[config.mk]
export PLATFORM = sky130hd
export DESIGN_NAME = sweep_reg_decoder
export DESIGN_NICKNAME = d
export VERILOG_FILES = /design/src/rtl/swp_pkg.sv /design/src/rtl/swp_addr_decode.sv /design/src/rtl/swp_start_reg.sv /design/src/rtl/swp_field_regs.sv /design/src/rtl/sweep_reg_decoder.sv
export SDC_FILE = /design/constraint.sdc
export NUM_CORES = 1
export LEC_CHECK = 0
export BUFFER_PORTS_ARGS = -buffer_cell sky130_fd_sc_hd__buf_2
export CAP_MARGIN = 20
export CORE_UTILIZATION = 56
export DETAILED_ROUTE_END_ITERATION = 8
export HOLD_SLACK_MARGIN = 0.02
export PLACE_DENSITY = 0.84
export SLEW_MARGIN = 20
export SYNTH_ARGS = -nofsm -noshare
export SYNTH_HDL_FRONTEND = slang
export SYNTH_SLANG_ARGS = --single-unit
[constraint.sdc]
create_clock -name clk -period 4.45 [get_ports clk]
set_clock_uncertainty 0.05 [all_clocks]
set_input_delay 0.6675 -clock clk [delete_from_list [all_inputs] [get_ports clk]]
set_output_delay 0.6675 -clock clk [all_outputs]
set_load 0.01 [all_outputs]
[src/rtl/swp_pkg.sv]
package swp_pkg;

  typedef enum logic [2:0] {
    SEL_NONE,
    SEL_CTRL,
    SEL_COUNT,
    SEL_INC_LO,
    SEL_INC_HI,
    SEL_INTERVAL,
    SEL_START_LO,
    SEL_START_HI
  } reg_sel_e;

  // Raise values 0 and 1 to the legal minimum of 2.
  function automatic logic [15:0] floor_at_two(input logic [15:0] v);
    return (v < 16'd2) ? 16'd2 : v;
  endfunction

endpackage

[src/rtl/swp_addr_decode.sv]
module swp_addr_decode
  import swp_pkg::*;
(
  input  logic       valid,
  input  logic [3:0] nibble,
  output reg_sel_e   sel
);
  always_comb begin
    sel = SEL_NONE;
    if (valid) begin
      if (nibble[3:2] == 2'b01) begin
        sel = SEL_INTERVAL;
      end else begin
        case (nibble)
          4'b0000: sel = SEL_CTRL;
          4'b0001: sel = SEL_COUNT;
          4'b0010: sel = SEL_INC_LO;
          4'b0011: sel = SEL_INC_HI;
          4'b1100: sel = SEL_START_LO;
          4'b1101: sel = SEL_START_HI;
          default: sel = SEL_NONE;
        endcase
      end
    end
  end
endmodule

[src/rtl/swp_start_reg.sv]
module swp_start_reg #(
  parameter int HALF_W = 12,
  localparam int FULL_W = 2 * HALF_W
) (
  input  logic              clk,
  input  logic              rst_n,
  input  logic              wr_lo,
  input  logic              wr_hi,
  input  logic              wr_other,
  input  logic              paired,
  input  logic [HALF_W-1:0] half_data,
  output logic [FULL_W-1:0] start_q,
  output logic              pending,
  output logic              commit_fire
);
  logic [HALF_W-1:0] shadow_q;

  assign commit_fire = wr_hi && paired && pending;

  always_ff @(posedge clk) begin
    if (!rst_n) begin
      start_q  <= '0;
      shadow_q <= '0;
      pending  <= 1'b0;
    end else if (wr_lo) begin
      if (paired) begin
        shadow_q <= half_data;
        pending  <= 1'b1;
      end else begin
        start_q[HALF_W-1:0] <= half_data;
        pending             <= 1'b0;
      end
    end else if (wr_hi) begin
      if (commit_fire) begin
        start_q <= {half_data, shadow_q};
      end else begin
        start_q[FULL_W-1:HALF_W] <= half_data;
      end
      pending <= 1'b0;
    end else if (wr_other) begin
      pending <= 1'b0;
    end
  end
endmodule

[src/rtl/swp_field_regs.sv]
module swp_field_regs
  import swp_pkg::*;
#(
  parameter int HALF_W = 12,
  parameter int INC_W  = 23,
  parameter int CNT_W  = 12,
  parameter int INT_W  = 11,
  localparam int INC_HI_W = INC_W - HALF_W
) (
  input  logic              clk,
  input  logic              rst_n,
  input  reg_sel_e          sel,
  input  logic [15:0]       data,
  output logic [INC_W-1:0]  incr_mag,
  output logic              incr_dir,
  output logic [CNT_W-1:0]  incr_count,
  output logic [INT_W-1:0]  interval_count,
  output logic              interval_mode,
  output logic              paired_mode
);
  logic [15:0] count_floor;
  logic [15:0] interval_floor;

  assign count_floor    = floor_at_two(16'(data[CNT_W-1:0]));
  assign interval_floor = floor_at_two(16'(data[INT_W-1:0]));

  always_ff @(posedge clk) begin
    if (!rst_n) begin
      incr_mag       <= '0;
      incr_dir       <= 1'b0;
      incr_count     <= '0;
      interval_count <= '0;
      interval_mode  <= 1'b0;
      paired_mode    <= 1'b0;
    end else begin
      case (sel)
        SEL_CTRL:     paired_mode <= data[11];
        SEL_COUNT:    incr_count  <= count_floor[CNT_W-1:0];
        SEL_INC_LO:   incr_mag[HALF_W-1:0] <= data[HALF_W-1:0];
        SEL_INC_HI: begin
          incr_mag[INC_W-1:HALF_W] <= data[INC_HI_W-1:0];
          incr_dir                 <= data[11];
        end
        SEL_INTERVAL: begin
          interval_count <= interval_floor[INT_W-1:0];
          interval_mode  <= data[13];
        end
        default: ;
      endcase
    end
  end
endmodule

[src/rtl/sweep_reg_decoder.sv]
module sweep_reg_decoder
  import swp_pkg::*;
#(
  parameter int HALF_W = 12,
  parameter int INC_W  = 23,
  parameter int CNT_W  = 12,
  parameter int INT_W  = 11,
  localparam int START_W = 2 * HALF_W
) (
  input  logic               clk,
  input  logic               rst_n,
  input  logic               word_valid,
  input  logic [15:0]        word_data,
  output logic [START_W-1:0] start_freq,
  output logic [INC_W-1:0]   incr_mag,
  output logic               incr_dir,
  output logic [CNT_W-1:0]   incr_count,
  output logic [INT_W-1:0]   interval_count,
  output logic               interval_mode,
  output logic               paired_mode
);
  reg_sel_e sel;
  logic     wr_start_lo;
  logic     wr_start_hi;
  logic     wr_other;
  logic     start_pending;
  logic     commit_fire;

  swp_addr_decode u_dec (
    .valid  (word_valid),
    .nibble (word_data[15:12]),
    .sel    (sel)
  );

  assign wr_start_lo = (sel == SEL_START_LO);
  assign wr_start_hi = (sel == SEL_START_HI);
  assign wr_other    = word_valid && !wr_start_lo && !wr_start_hi;

  swp_start_reg #(.HALF_W(HALF_W)) u_start (
    .clk         (clk),
    .rst_n       (rst_n),
    .wr_lo       (wr_start_lo),
    .wr_hi       (wr_start_hi),
    .wr_other    (wr_other),
    .paired      (paired_mode),
    .half_data   (word_data[HALF_W-1:0]),
    .start_q     (start_freq),
    .pending     (start_pending),
    .commit_fire (commit_fire)
  );

  swp_field_regs #(
    .HALF_W(HALF_W), .INC_W(INC_W), .CNT_W(CNT_W), .INT_W(INT_W)
  ) u_fields (
    .clk            (clk),
    .rst_n          (rst_n),
    .sel            (sel),
    .data           (word_data),
    .incr_mag       (incr_mag),
    .incr_dir       (incr_dir),
    .incr_count     (incr_count),
    .interval_count (interval_count),
    .interval_mode  (interval_mode),
    .paired_mode    (paired_mode)
  );
endmodule

; ---- After elaboration in Yosys (flattened, before gate mapping)
; Index checks and enable logic that the tools add are counted.
[word_totals]
elab_cells = 54
output_inout_bits = 73
regBits = 86
[op_classes]
n_mux = 13
reduce_logical = 13
n_eq_ne = 14
bitwise = 1
n_lt_le_gt_ge = 2
[ops]
columns = op, count
row1 = two-way mux 12 bit, 5
row2 = one-hot mux 3 bit (6 select lines), 1
row3 = "equality test 3 bit, second input constant", 4
row4 = "less-than comparator 12 x 2 -> 1 bit, second input constant", 1
row5 = "less-than comparator 11 x 2 -> 1 bit, second input constant", 1
row6 = two-way mux 11 bit, 1
row7 = "equality test 4 x 2 -> 1 bit, second input constant", 2
row8 = "equality test 4 bit, second input constant", 2
row9 = "equality test 3 x 2 -> 1 bit, second input constant", 2
row10 = two-way mux 3 bit, 2
row11 = "equality test 4 x 1 -> 1 bit, second input constant", 1
row12 = logical AND 1 bit, 4
row13 = logical NOT 4 bit, 1
row14 = two-way mux 1 bit, 4
row15 = AND reduction 2 bit, 2
row16 = nonzero test 2 bit, 2
row17 = "equality test 3 x 1 -> 1 bit, second input constant", 1
row18 = AND reduction 3 bit, 1
row19 = nonzero test 3 bit, 1
row20 = "equality test 2 x 1 -> 1 bit, second input constant", 1
row21 = logical NOT 1 bit, 2
row22 = "inequality test 2 bit, second input constant", 1
row23 = NOT 1 bit, 1

; ---- Logic depth before layout (Yosys ltp)
; Gate-level depths: netlist (run 1).
[logic_depth]
word_depth = 11
ltp_mapped = 6
depth_no_buf = 3

; ---- Modules after synthesis
; Synthesis (run 1) repeated with hierarchy kept, for this count alone.
[unflattened]
hier_cells = 377
hier_area_um2 = 3399.5
[by_module_without_submodules]
columns = module, instances, area_each_um2, cells_each
row1 = swp_field_regs, 1, 1793.0, 196
row2 = swp_start_reg, 1, 1515.2, 168
row3 = swp_addr_decode, 1, 68.8, 10
row4 = sweep_reg_decoder, 1, 22.5, 3

; ---- Worst setup path after synthesis (run 1)
; No wires, ideal clock.
[synth_timing]
path_kind = in2reg
from = input word_data[5]
to = register u_fields.incr_count[1]
path_buffers = 1
arrival_ns = 1.823
path_slack_ns = 2.517
required_ns = 4.340
cell_stages = 4
setup_time_ns = 0.060
cell_sequence = clkbuf_1 > or4_1 > nor4_2 > o221a_1
[synth_between]
elab_chain_cells = 2
[synth_lines]
columns = item, line_no
row1 = "start, declared", sweep_reg_decoder.sv:13  ; input logic [15:0] word_data,
row2 = less-than comparator 12 x 2 -> 1 bit, swp_pkg.sv:16  ; return (v < 16'd2) ? 16'd2 : v;
row3 = two-way mux 12 bit, swp_pkg.sv:16
row4 = "end signal, assigned", swp_field_regs.sv:38  ; SEL_COUNT: incr_count <= count_floor[CNT_W-1:0];
row5 = "end, declared", swp_field_regs.sv:16  ; output logic [CNT_W-1:0] incr_count,
; Every way passes these cells.
; A chain may end at the register's enable or synchronous reset.

; ---- Worst setup path in the final report (run 1)
[layout_timing]
from = input word_data[12]
to = register u_start.start_q[0]
[layout_between]
elab_chain_cells = 9
elab_cells_between_ends = 18
[layout_lines]
columns = item, line_no
row1 = "equality test 4 bit, or another cell as far along", swp_addr_decode.sv:14  ; case (nibble)
row2 = one-hot mux 3 bit (6 select lines) *, swp_addr_decode.sv:14
row3 = two-way mux 3 bit *, swp_addr_decode.sv:11  ; if (nibble[3:2] == 2'b01) begin
row4 = two-way mux 3 bit *, swp_addr_decode.sv:10  ; if (valid) begin
row5 = equality test 3 bit, sweep_reg_decoder.sv:36  ; assign wr_start_hi = (sel == SEL_START_HI);
row6 = logical AND 1 bit (2 in a row), swp_start_reg.sv:18  ; assign commit_fire = wr_hi && paired && pending;
row7 = nonzero test 2 bit (no source line), --
row8 = AND reduction 3 bit (no source line), --
row9 = "end signal, assigned by index", swp_start_reg.sv:30  ; start_q[HALF_W-1:0] <= half_data;
row10 = "end signal, assigned", swp_start_reg.sv:35  ; start_q <= {half_data, shadow_q};
row11 = "end signal, assigned by index", swp_start_reg.sv:37  ; start_q[FULL_W-1:HALF_W] <= half_data;
row12 = "end, declared", swp_start_reg.sv:12  ; output logic [FULL_W-1:0] start_q,
; Mark *: on every way between the ends. The rest lies on a longest branch, timed or not.

==> results.sh, run 1 <==
export IMPL_status="finished clean"
export IMPL_maxCapViolations=0
export IMPL_hold_buffers=0
export IMPL_synth_seq_cells=86
export IMPL_worst_pin_slew_ns=0.912
export IMPL_finalHoldViolations=0
export IMPL_routedWlPerCell_um=17.3
export IMPL_muxShareOfSynthArea_pct=0
export IMPL_internal_power_mw=1.06
export IMPL_rsz0062_at_grt="false"
export IMPL_numPortBuffers=91
export IMPL_synth_simple_area_share_pct=16.1
export IMPL_worstPathMaxFanout=53
export IMPL_p_comb_share_pct=8.1
export IMPL_busiest_layer="met2"
export IMPL_die_x_um=79.9
export IMPL_io_pins=92
export IMPL_synth_compound_area_share_pct=27.3
export IMPL_overflow=0
export IMPL_area_growth_pct=17.4
export IMPL_netlist_area_um2=3400
export IMPL_yosysSeqAreaShare_pct=50.6
export IMPL_synth_warnings=0
export IMPL_initial_core_util_pct=57.8
export IMPL_dpl_hpwl_um=5740
export IMPL_synth_async_reset_ratio_pct=0
export IMPL_required_ns=4.70
export IMPL_synth_top_area_cell="dfxtp_1"
export IMPL_synth_common_cells="dfxtp_1 (86), a21oi_1 (71), nand3_1 (62), o21ai_0 (60), clkbuf_1 (45)"
export IMPL_power_frac_clock_pct=36.5
export IMPL_grt_met2_usage_pct=42.5
export IMPL_grt_antenna_before_repair=0
export IMPL_die_h_um=79.9
export IMPL_syn_inst=401
export IMPL_fmax_mhz=364
export IMPL_clock_latency_ns=0.36
export IMPL_synth_top_family_by_area="compound AO/OA/AOI/OAI gates"
export IMPL_cts_root_buf="clkbuf_8"
export IMPL_cts_setup_buffers=0
export IMPL_yosys_area_share_xor_xnor_pct=0
export IMPL_synth_net_count=420
export IMPL_power_density_nw_per_um2=356
export IMPL_vias=3280
export IMPL_cp_start_kind="input port"
export IMPL_slew_headroom_pct=39.1
export IMPL_setup_viol=0
export IMPL_final_util_pct=67.8
export IMPL_clkTransAtPathRegs_ns=0.09
export IMPL_drive_above_1_share_pct=27.5
export IMPL_critPathKind="in -> reg"
export IMPL_synth_most_common_cell="dfxtp_1"
export IMPL_min_period_over_period_pct=61.7
export IMPL_drt_initial_drc_count=383
export IMPL_htreeDepth=3
export IMPL_hold_path_class="reg -> reg"
export IMPL_grt_max_degree=71
export IMPL_synth_edf_count=0
export IMPL_routed_wl_um=9280
export IMPL_die_area_um2=6390
export IMPL_finalSetupTns_ns=0
export IMPL_cts_tree="built"
export IMPL_cts_buffer_depth=2
export IMPL_grt_pass1_vias=2806
export IMPL_synth_cell_type_count=33
export IMPL_seqPwrFrac_pct=55.4
export IMPL_numCtsBuffers=9
export IMPL_grt_met1_usage_pct=41.5
export IMPL_netSwitchingPower_uw=358
export IMPL_cts_resized=0
export IMPL_end_kind="register"
export IMPL_place_gp_congestion=0.816
export IMPL_viasPerCell=6.12
export IMPL_period_needed_ns=2.75
export IMPL_grtUsageTotal_pct=29.5
export IMPL_drc=0
export IMPL_synth_top_area_share_pct=50.6
export IMPL_synth_flop_cell="dfxtp_1"
export IMPL_irDropWorstVdd_mv=0.228
export IMPL_ant_nets=0
export IMPL_clkSinkCount=86
export IMPL_diodes=0
export IMPL_grt_first_pass_wirelength_um=14400
export IMPL_num_rows=28
export IMPL_synth_area_per_cell_um2=8.48
export IMPL_final_nets=475
export IMPL_maxSlewViolCount=0
export IMPL_gr_usage_met3_pct=7.66
export IMPL_ys_top_cells_by_area="dfxtp_1 (51%), a21oi_1 (10%), nand3_1 (9.1%)"
export IMPL_p_leak_nw=1.57
export IMPL_core_area_um2=5890
export IMPL_dr_pass1_iters=5
export IMPL_swShare_pct=25.2
export IMPL_crit_arrival_ns=3.00
export IMPL_synth_adder_area_share_pct=0
-- flip-flops by register name, summed over array words and instances (netlist names) --
signal                   cells
u_start.start_q             24
u_start.pending              1
u_fields.incr_dir            1
u_fields.interval_count     11
u_fields.interval_mode       1
u_fields.paired_mode         1
u_fields.incr_count         12
u_fields.incr_mag           23
u_start.shadow_q            12
-- cell families after synthesis --
kind of cell	count (synthesis)
compound gates	159
buf+inv	52
simple gates	104
flops	86
-- routing by layer --
| metal | up-vias | routed length (µm) |
|---|---|---|
| met2 | 145 | 4140 |
| met3 | 20 | 695 |
| met1 | 1558 | 4230 |
| met5 | - | 0 |
| met4 | 0 | 204 |
| li1 | 1557 | - |
-- placed cells by master (no fill, tap or decap), types with 2 or more instances in the layout --
cell	n
clkbuf_8	12
nand2_1	21
or4_1	2
nor2b_1	2
clkinv_2	3
nor2_1	2
buf_2	91
or2_2	2
nand3_1	62
o21ai_0	60
a21oi_1	71
o221a_2	12
dfxtp_1	86
buf_4	2
o22a_1	12
-- stage by stage --
step | cells | instance area, µm² | power [mW] | setup slack, ns | hold slack [ns]
final | 536 | 3990 | 1.42 | 1.70 | 0.408
after floorplan | 401 | 3400 | 0.875 | 2.52 | 0.404
after global placement | 519 | 3790 | 0.913 | 1.47 | 0.391
after CTS | 535 | 3980 | 1.42 | 1.73 | 0.408
after detailed placement | 519 | 3790 | 0.916 | 1.36 | 0.396
after global routing | 536 | 3990 | 1.46 | 1.47 | 0.425
-- area by class of cell --
class | instances | area [µm²]
Sequential cell | 86 | 1720
Inverter | 2 | 8.76
Tap cell | 75 | 93.8
Clock inverter | 3 | 17.5
Timing Repair Buffer | 94 | 482
Multi-Input combinational cell | 263 | 1500
Clock buffer | 13 | 169
Fill cell | 487 | 1890
-- critical path, stage by stage --
cell and delay, ns:
buf_2 0.64, nand3_1 0.52, a21oi_1 0.84, o221a_2 0.30
-- power by group through the flow --
stage                     clock, mW  sequential (mW)  combinational, mW
final                         0.518            0.787              0.115
after global routing          0.550            0.788              0.124
after CTS                     0.519            0.786              0.112
after detailed placement          0            0.805              0.111
after global placement            0            0.804              0.109
after floorplan                   0            0.810             0.0655
-- final timing paths --
kind | from | to | slack, ns | depth (start not counted)
min reg2reg | u_fields.interval_count[6]$_SDFFE_PN0N_ | u_fields.interval_count[6]$_SDFFE_PN0N_ | 0.41 | 2
max reg2reg | u_fields.paired_mode$_SDFFE_PN0N_ | u_start.start_q[0]$_SDFFE_PN0P_ | 2.38 | 3
min | u_fields.interval_count[6]$_SDFFE_PN0N_ | u_fields.interval_count[6]$_SDFFE_PN0N_ | 0.41 | 2
max | word_data[12] | u_start.start_q[0]$_SDFFE_PN0P_ | 1.70 | 4
(Power assumes the default switching activity.)
==> inputs of run 2 (changes only) <==
--- a/config.mk
+++ b/config.mk
@@ -7,10 +7,10 @@
 export LEC_CHECK = 0
 export BUFFER_PORTS_ARGS = -buffer_cell sky130_fd_sc_hd__buf_2
 export CAP_MARGIN = 20
-export CORE_UTILIZATION = 56
+export CORE_UTILIZATION = 47
 export DETAILED_ROUTE_END_ITERATION = 8
 export HOLD_SLACK_MARGIN = 0.02
-export PLACE_DENSITY = 0.84
+export PLACE_DENSITY = 0.76
 export SLEW_MARGIN = 20
 export SYNTH_ARGS = -nofsm -noshare
 export SYNTH_HDL_FRONTEND = slang
==> constraint.sdc (replaced) <==
create_clock -name clk -period 2.5 [get_ports clk]
set_clock_uncertainty 0.05 [all_clocks]
set_input_delay 0.375 -clock clk [delete_from_list [all_inputs] [get_ports clk]]
set_output_delay 0.375 -clock clk [all_outputs]
set_load 0.01 [all_outputs]
==> results.sh, run 2 (same netlist as run 1, synthesis figures left out) <==
export IMPL_status="finished clean"
export IMPL_place_area_um2=3890
export IMPL_drive_above_1_share_pct=28.5
export IMPL_clkTransAtPathRegs_ns=0.08
export IMPL_setup_viol=0
export IMPL_numPortBuffers=91
export IMPL_numCtsBuffers=9
export IMPL_grt_first_pass_wirelength_um=14800
export IMPL_maxCapViolations=0
export IMPL_mostFrequentLayoutCells="buf_2 (91), dfxtp_1 (86), a21oi_1 (71), nand3_1 (62), o21ai_0 (60)"
export IMPL_cts_tree="built"
export IMPL_diodes=0
export IMPL_clkSinkCount=86
export IMPL_max_flop_register="u_start.start_q"
export IMPL_power_density_nw_per_um2=629
export IMPL_worst_pin_slew_ns=0.669
export IMPL_netSwitchingPower_uw=630
export IMPL_routedWlPerCell_um=17.0
export IMPL_finalInstanceArea_um2=4080
export IMPL_swShare_pct=24.5
export IMPL_viasPerCell=6.06
export IMPL_critical_path_top_delay_family="simple AND/OR/NAND/NOR gates"
export IMPL_place_gp_congestion=0.838
export IMPL_required_ns=2.69
export IMPL_grt_pass1_vias=3008
export IMPL_routed_wl_um=9600
export IMPL_seqPwrFrac_pct=54.6
export IMPL_path_buf_inv=1
export IMPL_maxSlewViolCount=0
export IMPL_core_area_um2=6910
export IMPL_timing_rr_end="u_start.start_q[5]$_SDFFE_PN0P_"
export IMPL_clock_latency_ns=0.35
export IMPL_hold_buffers=0
export IMPL_r2r_slack_ns=0.89
export IMPL_ant_nets=0
export IMPL_final_nets=482
export IMPL_grt_antenna_before_repair=0
export IMPL_cts_buffer_depth=2
export IMPL_p_leak_nw=1.61
export IMPL_total_power_mw=2.57
export IMPL_cts_setup_buffers=0
export IMPL_irDropWorstVdd_mv=0.324
export IMPL_crit_path_top_delay_cell="or4b_1"
export IMPL_reg_top3="u_start.start_q x24, u_fields.incr_mag x23"
export IMPL_crit_arrival_ns=1.89
export IMPL_largest_reg_flops=24
export IMPL_max_stage_delay_ns=0.75
export IMPL_initial_core_util_pct=49.2
export IMPL_fillers=645
export IMPL_worstSetupEndpoint="u_fields.incr_count[1]$_SDFFE_PN0N_"
export IMPL_io_pins=92
export IMPL_grt_max_degree=37
export IMPL_startpoint="word_data[15]"
export IMPL_rr_worst_depth=4
export IMPL_dr_pass1_iters=5
export IMPL_drt_initial_drc_count=258
export IMPL_area_growth_pct=20.0
export IMPL_internal_power_mw=1.94
export IMPL_crit_cells=4
export IMPL_power_frac_clock_pct=37.1
export IMPL_die_x_um=87.1
export IMPL_hold_path_class="in -> reg"
export IMPL_worstPathMaxFanout=13
export IMPL_final_common_cell="buf_2"
export IMPL_stdcell_count=563
export IMPL_holdWs_ns=0.270
export IMPL_rsz0062_at_grt="false"
export IMPL_vias=3410
export IMPL_overflow=0
export IMPL_path_cells="buf_2 > or4b_1 > or3_1 > o221a_1"
export IMPL_cts_resized=0
export IMPL_period_needed_ns=1.70
export IMPL_finalSetupTns_ns=0
export IMPL_min_period_over_period_pct=68.0
export IMPL_dpl_hpwl_um=6190
export IMPL_cts_root_buf="clkbuf_8"
export IMPL_end_kind="register"
export IMPL_worst_slack_ns=0.800
export IMPL_die_area_um2=7580
export IMPL_drc=0
export IMPL_final_util_pct=59.1
export IMPL_num_rows=30
export IMPL_finalHoldViolations=0
export IMPL_critPathKind="in -> reg"
export IMPL_htreeDepth=3
export IMPL_grtUsageTotal_pct=25.5
export IMPL_r2r_start="u_fields.paired_mode$_SDFFE_PN0N_"
export IMPL_die_h_um=87.1
export IMPL_slew_headroom_pct=55.4
export IMPL_place_inst=548
export IMPL_cp_start_kind="input port"
export IMPL_p_comb_share_pct=8.3
export IMPL_fmax_mhz=588
export IMPL_pre_cts_ws_ns=0.459
-- run 2: power groups by stage --
stage / combinational [mW] / clock, mW / sequential (mW)
floorplan: 0.117 / 0 / 1.44
global placement: 0.207 / 0 / 1.43
detailed placement: 0.209 / 0 / 1.43
CTS: 0.210 / 0.971 / 1.40
global route: 0.229 / 1.02 / 1.40
finish: 0.213 / 0.953 / 1.40
-- run 2: layout make-up --
cell class	count	area, µm²	area share, %
clock buffer	11	141	3.47
clock inverter	4	47.5	1.17
inverter	2	7.51	0.184
multi-input combinational	263	1500	36.7
sequential	86	1720	42.2
tap	96	120	2.94
timing repair buffer	101	543	13.3
-- run 2: worst reg2reg max path, delay by kind of cell, from the launching register on --
family,cells,cell delay [ns]
AO/OA/AOI/OAI,2,0.47
buffers and inverters,1,0.22
flip-flops,1,0.44
AND/OR/NAND/NOR,1,0.39
-- run 2: routing by layer --
layer  up-vias  GRT usage (%)  share of wire (%)
met2       188           39.3                 47
li1       1574              -                  -
met1      1624           35.1                 44
met4         0           10.3                1.9
met3        24           5.12                7.9
met5         -              0                  0
-- run 2: worst min path at each step --
stage                                                       start                                 endpoint  cells after the start
after floorplan                  u_start.shadow_q[0]$_SDFFE_PN0P_         u_start.shadow_q[0]$_SDFFE_PN0P_                      2
after global placement    u_fields.interval_count[2]$_SDFFE_PN0N_  u_fields.interval_count[2]$_SDFFE_PN0N_                      2
after detailed placement  u_fields.interval_count[3]$_SDFFE_PN0N_  u_fields.interval_count[3]$_SDFFE_PN0N_                      2
after CTS                                           word_data[13]      u_fields.interval_mode$_SDFFE_PN0N_                      3
after global routing                                word_data[13]      u_fields.interval_mode$_SDFFE_PN0N_                      3
final                                               word_data[13]      u_fields.interval_mode$_SDFFE_PN0N_                      3
==> inputs of run 3 (changes only) <==
--- a/config.mk
+++ b/config.mk
@@ -7,10 +7,10 @@
 export LEC_CHECK = 0
 export BUFFER_PORTS_ARGS = -buffer_cell sky130_fd_sc_hd__buf_2
 export CAP_MARGIN = 20
-export CORE_UTILIZATION = 47
+export CORE_UTILIZATION = 52
 export DETAILED_ROUTE_END_ITERATION = 8
 export HOLD_SLACK_MARGIN = 0.02
-export PLACE_DENSITY = 0.76
+export PLACE_DENSITY = 0.79
 export SLEW_MARGIN = 20
 export SYNTH_ARGS = -nofsm -noshare
 export SYNTH_HDL_FRONTEND = slang
==> constraint.sdc (replaced) <==
create_clock -name clk -period 1.8 [get_ports clk]
set_clock_uncertainty 0.05 [all_clocks]
set_input_delay 0.27 -clock clk [delete_from_list [all_inputs] [get_ports clk]]
set_output_delay 0.27 -clock clk [all_outputs]
set_load 0.01 [all_outputs]
==> results.sh, run 3 (same netlist as run 1, synthesis figures left out) <==
export IMPL_maxCapViolations=0
export IMPL_max_flop_register="u_start.start_q"
export IMPL_numCtsBuffers=9
export IMPL_fmax_mhz=684
export IMPL_stdcell_count=556
export IMPL_grt_first_pass_wirelength_um=15400
export IMPL_cts_buffer_depth=2
export IMPL_crit_path_top_delay_cell="or2_2"
export IMPL_clkSinkCount=86
export IMPL_cp_start_kind="register"
export IMPL_final_common_cell="buf_2"
export IMPL_min_period_over_period_pct=81.2
export IMPL_place_gp_congestion=0.891
export IMPL_irDropWorstVdd_mv=0.659
export IMPL_rsz0062_at_grt="false"
export IMPL_drt_initial_drc_count=267
export IMPL_multi_input_area_um2=1500
export IMPL_maxSlewViolCount=0
export IMPL_vias=3432
export IMPL_cts_root_buf="clkbuf_8"
export IMPL_path_cells="or2_2 > a21oi_1 > buf_4 > o221a_2"
export IMPL_htreeDepth=3
export IMPL_finalInstanceArea_um2=4150
export IMPL_place_inst=543
export IMPL_drc=0
export IMPL_setup_viol=0
export IMPL_grt_pass1_vias=3063
export IMPL_routedWlPerCell_um=17.4
export IMPL_holdWs_ns=0.197
export IMPL_diodes=0
export IMPL_io_pins=92
export IMPL_critical_path_top_delay_family="simple AND/OR/NAND/NOR gates"
export IMPL_dpl_hpwl_um=6260
export IMPL_grt_antenna_before_repair=0
export IMPL_area_growth_pct=22.0
export IMPL_dr_pass1_iters=5
export IMPL_die_h_um=82.9
export IMPL_worstPathMaxFanout=13
export IMPL_num_rows=29
export IMPL_regArea_um2=1720
export IMPL_viasPerCell=6.17
export IMPL_cts_resized=0
export IMPL_cts_tree="built"
export IMPL_overflow=0
export IMPL_core_area_um2=6310
export IMPL_path_buf_inv=1
export IMPL_end_kind="register"
export IMPL_finalHoldViolations=0
export IMPL_hold_buffers=0
export IMPL_numPortBuffers=91
export IMPL_slew_headroom_pct=70.6
export IMPL_final_util_pct=65.7
export IMPL_worst_pin_slew_ns=0.440
export IMPL_finalSetupTns_ns=0
export IMPL_reg_top3="u_start.start_q x24, u_fields.incr_mag x23"
export IMPL_clock_latency_ns=0.34
export IMPL_period_needed_ns=1.46
export IMPL_power_density_nw_per_um2=852
export IMPL_grt_max_degree=50
export IMPL_max_stage_delay_ns=0.42
export IMPL_clkTransAtPathRegs_ns=0.08
export IMPL_hold_path_class="in -> reg"
export IMPL_die_x_um=82.9
export IMPL_fillers=556
export IMPL_die_area_um2=6870
export IMPL_routed_wl_um=9650
export IMPL_required_ns=2.04
export IMPL_critPathKind="reg -> reg"
export IMPL_crit_arrival_ns=1.70
export IMPL_initial_core_util_pct=53.9
export IMPL_largest_reg_flops=24
export IMPL_place_area_um2=3970
export IMPL_mostFrequentLayoutCells="buf_2 (91), dfxtp_1 (86), a21oi_1 (71), nand3_1 (62), o21ai_0 (60)"
export IMPL_ant_nets=0
export IMPL_p_leak_nw=1.67
export IMPL_drive_above_1_share_pct=30.3
export IMPL_final_nets=496
export IMPL_grtUsageTotal_pct=28.1
export IMPL_cts_setup_buffers=0
export IMPL_status="finished clean"
[run 3: cell count changes in the layout (fill, tap and decap cells not counted), sizes merged]
cell,before,now
buf,101,115
clkinv,2,1
clkinvlp,1,0
[run 3: cell type report]
| cell class | count | share of cell area [%] |
|---|---|---|
| clock buffers | 11 | 3.41 |
| multi-input cells | 263 | 36.1 |
| flip-flops and latches | 86 | 41.5 |
| inverters | 2 | 0.181 |
| repair buffers | 115 | 15.6 |
| clock inverters | 2 | 0.844 |
| well taps | 77 | 2.32 |
[run 3: layer usage]
| layer | wire [µm] | track usage [%] | part of all wire [%] |
|---|---|---|---|
| met3 | 774 | 7.46 | 8.0 |
| met2 | 4420 | 42.8 | 46 |
| met4 | 333 | 11.1 | 3.4 |
| met1 | 4120 | 38.1 | 43 |
| met5 | 0 | 0 | 0 |
[run 3: worst paths after layout]
check,startpoint,end,slack (ns),cells after the start
min,word_data[13],u_fields.interval_mode$_SDFFE_PN0N_,0.20,3
max,u_fields.paired_mode$_SDFFE_PN0N_,u_start.start_q[2]$_SDFFE_PN0P_,0.34,4
min reg2reg,u_fields.interval_count[4]$_SDFFE_PN0N_,u_fields.interval_count[4]$_SDFFE_PN0N_,0.40,2
max reg2reg,u_fields.paired_mode$_SDFFE_PN0N_,u_start.start_q[2]$_SDFFE_PN0P_,0.34,4
[run 3: where the power goes]
part | switching, mW | internal [mW]
clock | 0.617 | 0.655
combinational | 0.209 | 0.109
sequential | 0.0144 | 1.93
[run 3: worst register-to-register path, stage by stage, from the launching register on]
cell	delay, ns
dfxtp_1	0.36
or2_2	0.42
a21oi_1	0.17
buf_4	0.21
o221a_2	0.20
[run 3: per-stage QoR]
stage | power (mW) | setup slack [ns]
after floorplan | 2.16 | 0.264
after global placement | 2.30 | 0.173
after detailed placement | 2.30 | 0.139
after CTS | 3.55 | 0.339
after global routing | 3.65 | 0.291
final | 3.53 | 0.339
